$ cat src/rtl/gpkt_unpack.sv
module gpkt_unpack (
  input  logic         clk,
  input  logic         rst_n,
  input  logic         qw_valid,
  input  logic [127:0] qw_data,
  output logic         qw_ready,
  output logic         wr_en,
  output logic [6:0]   wr_addr,
  output logic [63:0]  wr_data,
  output logic         prim_en,
  output logic [10:0]  prim_data,
  output logic         pkt_end
);
  assign qw_ready = 1'b1;
  wire fire = qw_valid & qw_ready;

  logic        busy, packed_m, eop_l;
  logic [19:0] left;
  logic [3:0]  idx, last_idx;
  logic [63:0] descs;

  wire [14:0] t_loops = qw_data[14:0];
  wire        t_eop   = qw_data[15];
  wire        t_pre   = qw_data[46];
  wire [10:0] t_prim  = qw_data[57:47];
  wire [1:0]  t_mode  = qw_data[59:58];
  wire [3:0]  t_nreg  = qw_data[63:60];
  wire [4:0]  t_nr    = (t_nreg == 4'd0) ? 5'd16 : {1'b0, t_nreg};
  wire [19:0] t_prod  = 20'(t_loops) * 20'(t_nr);

  logic [19:0] t_count;
  always_comb begin
    case (t_mode)
      2'd0:    t_count = t_prod;
      2'd1:    t_count = (t_prod + 20'd1) >> 1;
      default: t_count = 20'(t_loops);
    endcase
  end

  wire [63:0] sh   = descs >> {idx, 2'b00};
  wire [3:0]  code = sh[3:0];
  wire        adc  = qw_data[111];

  logic        c_we;
  logic [6:0]  c_addr;
  logic [63:0] c_data;
  always_comb begin
    c_we   = 1'b1;
    c_addr = {3'b000, code};
    c_data = qw_data[63:0];
    case (code)
      4'h0: c_data = {53'd0, qw_data[10:0]};
      4'h1: c_data = {32'd0, qw_data[103:96], qw_data[71:64], qw_data[39:32], qw_data[7:0]};
      4'h3: c_data = {34'd0, qw_data[45:32], 2'b00, qw_data[13:0]};
      4'h4, 4'hC: begin
        c_data = {qw_data[107:100], qw_data[91:68], qw_data[47:32], qw_data[15:0]};
        if (code == 4'h4 && adc) c_addr = 7'h0C;
      end
      4'h5, 4'hD: begin
        c_data = {qw_data[95:64], qw_data[47:32], qw_data[15:0]};
        if (code == 4'h5 && adc) c_addr = 7'h0D;
      end
      4'hA: c_data = {qw_data[107:100], 56'd0};
      4'hE: c_addr = qw_data[70:64];
      4'hB, 4'hF: c_we = 1'b0;
      default: ;
    endcase
  end

  always_ff @(posedge clk) begin
    if (!rst_n) begin
      busy <= 1'b0; packed_m <= 1'b0; eop_l <= 1'b0;
      left <= '0; idx <= '0; last_idx <= '0; descs <= '0;
      wr_en <= 1'b0; wr_addr <= '0; wr_data <= '0;
      prim_en <= 1'b0; prim_data <= '0; pkt_end <= 1'b0;
    end else begin
      wr_en   <= 1'b0;
      prim_en <= 1'b0;
      pkt_end <= 1'b0;
      if (fire) begin
        if (!busy) begin
          descs    <= qw_data[127:64];
          last_idx <= t_nreg - 4'd1;
          idx      <= '0;
          packed_m <= (t_mode == 2'd0);
          eop_l    <= t_eop;
          left     <= t_count;
          busy     <= (t_count != 20'd0);
          if (t_pre) begin
            prim_en   <= 1'b1;
            prim_data <= t_prim;
          end
          if (t_count == 20'd0) pkt_end <= t_eop;
        end else begin
          left <= left - 20'd1;
          idx  <= (idx == last_idx) ? 4'd0 : idx + 4'd1;
          if (packed_m && c_we) begin
            wr_en   <= 1'b1;
            wr_addr <= c_addr;
            wr_data <= c_data;
          end
          if (left == 20'd1) begin
            busy    <= 1'b0;
            pkt_end <= eop_l;
          end
        end
      end
    end
  end
endmodule


$ cat config.mk
export PLATFORM = sky130hd
export DESIGN_NAME = gpkt_unpack
export DESIGN_NICKNAME = d
export VERILOG_FILES = /design/src/rtl/gpkt_unpack.sv
export SDC_FILE = /design/constraint.sdc
export NUM_CORES = 1
export LEC_CHECK = 0
export BUFFER_PORTS_ARGS = -buffer_cell sky130_fd_sc_hd__buf_2
export CAP_MARGIN = 5
export CORE_MARGIN = 5
export CORE_UTILIZATION = 52
export DETAILED_ROUTE_END_ITERATION = 6
export MAX_ROUTING_LAYER = met4
export PLACE_DENSITY = 0.75
export SYNTH_ARGS = -nofsm -noshare
export SYNTH_HDL_FRONTEND = slang
export SYNTH_SLANG_ARGS = --single-unit
$ cat constraint.sdc
create_clock -name clk -period 5.9 [get_ports clk]
set_input_delay 0.59 -clock clk [delete_from_list [all_inputs] [get_ports clk]]
set_output_delay 0.59 -clock clk [all_outputs]
set_load 0.02 [all_outputs]
== Word level (Yosys, flattened, before mapping) ==
Index checks and enable logic that the tools add are counted.

* Add/sub/neg operators: 4
* Multipliers: 1
* Divide/modulo/power cells: 0
* $lt $le $gt $ge: 0
* Equal/unequal tests: 13
* Shifts and indexed selects: 1
* Muxes and demuxes: 17
* Bitwise operators: 3
* Reduce and logical (&&, ||, !) cells: 17

{| class="wikitable"
|+ Operators with widths
! kind !! count
|-
| case mux 64 bit (6 select lines) || 1
|-
| >> shifter 64 x 6 -> 4 bit || 1
|-
| case mux 20 bit (2 select lines) || 1
|-
| equality test 4 bit (second input constant) || 6
|-
| case mux 7 bit (3 select lines) || 1
|-
| adder 20 x 1 -> 20 bit (second input constant) || 1
|-
| equality test 20 x 1 -> 1 bit (second input constant) || 1
|-
| zero test 20 bit || 1
|-
| multiplier 15 x 5 -> 20 bit || 1
|-
| two-way mux 20 bit || 1
|-
| nonzero test 20 bit || 1
|-
| subtractor 20 x 1 -> 20 bit (second input constant) || 1
|-
| two-way mux 4 bit || 4
|-
| AND reduction 3 bit || 3
|-
| equality test 4 x 3 -> 1 bit (second input constant) || 2
|-
| zero test 4 bit || 2
|-
| two-way mux 1 bit || 8
|-
| OR reduction 2 bit || 3
|-
| two-way mux 5 bit || 1
|-
| adder 4 x 1 -> 4 bit (second input constant) || 1
|-
| equality test 4 x 1 -> 1 bit (second input constant) || 1
|-
| equality test 4 x 2 -> 1 bit (second input constant) || 1
|-
| equality test 4 bit || 1
|-
| AND reduction 2 bit || 2
|-
| 6 further kinds || 10
|}

* Register bits after elaboration: 180
* Bits in latches: 0
* Memory bits (writable): 0
* Memory bits (read-only): 0
* Output and inout port bits: 86
* Memories: 0

== Longest topological paths before layout ==
* Depth in word-level cells: 8
* Mapped depth: 25
* Gate-level depth less buffers: 22

== Least setup slack after synthesis ==
Ideal clock, no wire load.

* Kind: input to register
* From: in qw_data[61]
* To: reg busy
* Library setup time: 125 ps
* Data arrival time: 5,999 ps
* Data required time: 5,775 ps
* Slack: -224 ps
* Stages: 23
* Cells stage by stage: clkbuf_1 > inv_1 > ha_1 > nor3b_2 > clkbuf_1 > and2_1 > fa_1 > fa_1 > inv_1 > fa_1 > inv_1 > ha_1 > buf_2 > a21o_1 > a211oi_1 > nor2_1 > xnor2_1 > nor4_2 > nand2_4 > and3_4 > o41ai_4 > o211ai_1 > o41a_1

* Cells in the longest elaborated chain, start to end: 7

{| class="wikitable"
|+ RTL lines
! what !! RTL line !! source
|-
| start, declared || 5 || <nowiki>input logic [127:0] qw_data,</nowiki>
|-
| zero test 4 bit || 28 || <nowiki>wire [4:0] t_nr = (t_nreg == 4'd0) ? 5'd16 : {1'b0, t_nreg};</nowiki>
|-
| two-way mux 5 bit (*) || 28 ||
|-
| multiplier 15 x 5 -> 20 bit (*) || 29 || <nowiki>wire [19:0] t_prod = 20'(t_loops) * 20'(t_nr);</nowiki>
|-
| adder 20 x 1 -> 20 bit || 35 || <nowiki>2'd1: t_count = (t_prod + 20'd1) >> 1;</nowiki>
|-
| case mux 20 bit (2 select lines) (*) || 33 || <nowiki>case (t_mode)</nowiki>
|-
| nonzero test 20 bit (*) || 88 || <nowiki>busy <= (t_count != 20'd0);</nowiki>
|-
| two-way mux 1 bit (*) || 81 || <nowiki>if (!busy) begin</nowiki>
|-
| end signal, assigned || 88 ||
|-
| end, declared || 17 || <nowiki>logic busy, packed_m, eop_l;</nowiki>
|}

Mark *: on every way between the ends. The rest lies on a longest branch, timed or not.
A chain may end at the register's enable or synchronous reset.

== Worst setup path after layout ==
* From: in qw_data[60]
* To: reg pkt_end

* Cells in the longest elaborated chain, start to end: 8

{| class="wikitable"
|+ RTL lines
! what !! RTL line !! source
|-
| zero test 4 bit || 28 ||
|-
| two-way mux 5 bit (*) || 28 ||
|-
| multiplier 15 x 5 -> 20 bit (*) || 29 ||
|-
| adder 20 x 1 -> 20 bit || 35 ||
|-
| case mux 20 bit (2 select lines) (*) || 33 ||
|-
| zero test 20 bit (*) || 93 || <nowiki>if (t_count == 20'd0) pkt_end <= t_eop;</nowiki>
|-
| two-way mux 1 bit (*) || 93 ||
|-
| two-way mux 1 bit (*) || 81 ||
|-
| end signal, assigned || 93 ||
|-
| end signal, assigned || 104 || <nowiki>pkt_end <= eop_l;</nowiki>
|-
| end, declared || 12 || <nowiki>output logic pkt_end</nowiki>
|}

Marks and branches as above.

==> out/metrics.cfg <==
[outcome]
outcome = finished clean

[drt]
viasPerCell = 5.99
drt-total-wl_mm = 37.1
route.detailed.drc = 0
drt_pass1_iterations = 5
wl_per_cell_um = 19.1
route.vias.total = 11600
ant_nets = 0
drtIter0Drc = 891

[layout]
regArea_um2 = 3600
drive_gt1_frac = 0.262
multi_input_area_um2 = 7840
final_cell_mix = 280 x nand2_1, 214 x buf_2, 180 x dfxtp_1, 102 x buf_4, 86 x a21boi_0
final_nets = 1849
final_cells = 1944
antennaDiodeCount = 0
areaGrowthSynthToFinish_pct = 20.4
final_util = 0.637
fill_cells = 1972
layout_commonest_cell = nand2_1

[global_routing]
grt_overflow_total = 0
antenna_found_initial = 0
grt_pass1_wl_mm = 60.0
grt_max_degree = 113
grt_pass1_vias = 11500
grt_util_all_layers = 0.288

[setup_path]
r2r.worst_path.cells = 7
r2r_end = wr_data[21]$_SDFFE_PN0P_
r2r_setup_slack_ns = 1.74
cp-start-kind = primary input
crit_path_end = pkt_end$_SDFF_PN0_
path_buf_inv = 8
cpMostUsedCell = buf_4
critical-path-slowest-cell = fa_1
critPathArrivalTime_ns = 5.90
worstReg2RegStart = idx[1]$_SDFFE_PN0P_
path_delay_family = adder cells
cp_num_cells = 24
slowest_delay_ns = 0.55
required_ns = 6.26
cp-startpoint = qw_data[60]
worstSetupEndpointType = flop
path_class = in2reg
cp_max_fo = 10
crit_chain = buf_2, inv_1, ha_2, nor3b_4, buf_4, and2_1, fa_1, fa_1, inv_1, fa_1, inv_1, ha_1, buf_4, and4_4, and3_1, a221o_1, xor2_2, buf_4, buf_4, and3_4, o41ai_4, nor4b_4, nand4_1, o22ai_1

[timing]
fin_crit_ns = 5.54
fmax_mhz = 181
finalHoldViolations = 0
rsz0062_at_grt = no
holdWs_ns = 0.383
slew_violations = 0
setup-tns-final_ns = 0
worstMarginPinSlew_ns = 1.27
clock_skew_ns = 0.0212
fin_crit_sh = 0.939
setup_viol = 0
max_slew_margin = 0.154

[min_path]
hold_depth = 3
min_from = qw_data[25]
hold_path.class = in2reg

[power]
ir_drop_uv = 190
power_density_nw_per_um2 = 271
power.leakage_nw = 6.82

[cts]
clock-sinks = 180
clk_pin_slew_ns = 0.09
h-tree-depth = 4
cts_hold_buf = 0
cts_tree = yes
clock_latency_ns = 0.44
clockRootBuffer = clkbuf_16
cts_made_buffers = 17
cts_buffer_depth = 2

[floorplan]
initial_core_util = 0.529
core_region_area_um2 = 22700
dieArea_um2 = 26300
num_rows = 55
die_w_um = 162
num_io_pins = 217
fp.dieH_um = 162

[yosys]
syn-num-nets = 1620
yosysTopAreaCell = dfxtp_1
synth_cell_types = 88
synth_area_leaders = dfxtp_1 30%, nand2_1 8.8%, fa_1 6.5%
synthFlopType = dfxtp_1
netlist.area_leader.share = 0.300
synth_edf_count = 0
ys_ff_latch = 180
netlist_instances = 1417
yosysWarningCount = 0
synth.avg_cell_area_um2 = 8.48
synth_area_um2 = 12000
yosysSeqAreaShare = 0.300
ys_async_sr_fraction = 0

[flow_run]
cap_violations = 0

[placed_design]
dpl.hpwl_mm = 27.5
place_congestion = 0.910
placedCellCount = 1910
port-buffer-count = 215

[Yosys cell counts, drive strengths merged (24+ instances only)]
cell type,number
a21boi,93
buf,30
clkbuf,76
nor2,41
a221oi,32
a221o,27
nand2,282
ha,33
and2,65
dfxtp,180
inv,66
mux2,24
fa,39
nand3,33
a21oi,47
o21ai,54
o211a,44
[through the flow]
step / area (um2) / setup slack, ns / power (mW)
detailed placement: 13800 / -0.155 / 2.77
CTS: 14400 / 0.301 / 3.90
global route: 14500 / 0.00855 / 4.15
finish: 14500 / 0.361 / 3.92
global placement: 13800 / -0.0653 / 2.76
floorplan: 12100 / 0.00182 / 2.23
[how the worst min path moves through the flow]
stage	slack, ns	endpoint
floorplan	0.44	descs[10]$_SDFFE_PN0P_
detailed placement	0.44	wr_addr[5]$_SDFFE_PN0P_
finish	0.38	wr_data[25]$_SDFFE_PN0P_
CTS	0.38	wr_data[24]$_SDFFE_PN0P_
global route	0.38	wr_data[27]$_SDFFE_PN0P_
global placement	0.44	wr_addr[5]$_SDFFE_PN0P_
[registers in the layout, indices dropped and copies added (netlist names)]
signal     cells
eop_l          1
idx            4
left          20
descs         64
pkt_end        1
prim_en        1
packed_m       1
wr_data       64
last_idx       4
wr_en          1
wr_addr        7
prim_data     11
busy           1
[timing repair]
item | in CTS | in global routing
buffers inserted | 0 | 2
endpoints found under the setup margin | 0 | 3
gates resized for setup | 0 | 9
[layer usage]
layer  wire [um]  GRT usage  part of all wire
met4        1190     0.0919             0.032
met3        2390     0.0429             0.064
met2       18200      0.477              0.49
met5           0          -                 0
met1       15300      0.365              0.41
[where the power goes]
part           internal (mW)  switching (mW)  total [mW]
clock network          0.571           0.568        1.14
registers               1.27          0.0376        1.31
logic                  0.670           0.801        1.47
[cell type report]
class                   instances  area share
flip-flops and latches        180       0.249
repair buffers                316       0.127
multi-input cells            1064       0.542
inverters                      67      0.0174
clock buffers                  18      0.0296
clock inverters                14      0.0109
well taps                     285      0.0246
[worst register-to-register path, cell delays in order, from the launching register on]
cell,delay (ns)
dfxtp_1,0.96
mux4_2,0.41
mux4_2,0.84
inv_2,0.23
o21bai_4,1.01
buf_4,0.38
a221oi_1,0.06
a21oi_1,0.19
[cells by family after synthesis]
kind of cell | after synthesis | share of synthesized area
XOR/XNOR | 34 | 0.0270
flip-flops | 180 | 0.300
other | 1 | 0.000312
multiplexers | 51 | 0.0658
adder cells (fa/ha/maj) | 72 | 0.0993
AND/OR/NAND/NOR | 534 | 0.214
AO/OA/AOI/OAI | 372 | 0.236
buffers and inverters | 173 | 0.0580
(Power assumes the default switching activity.)
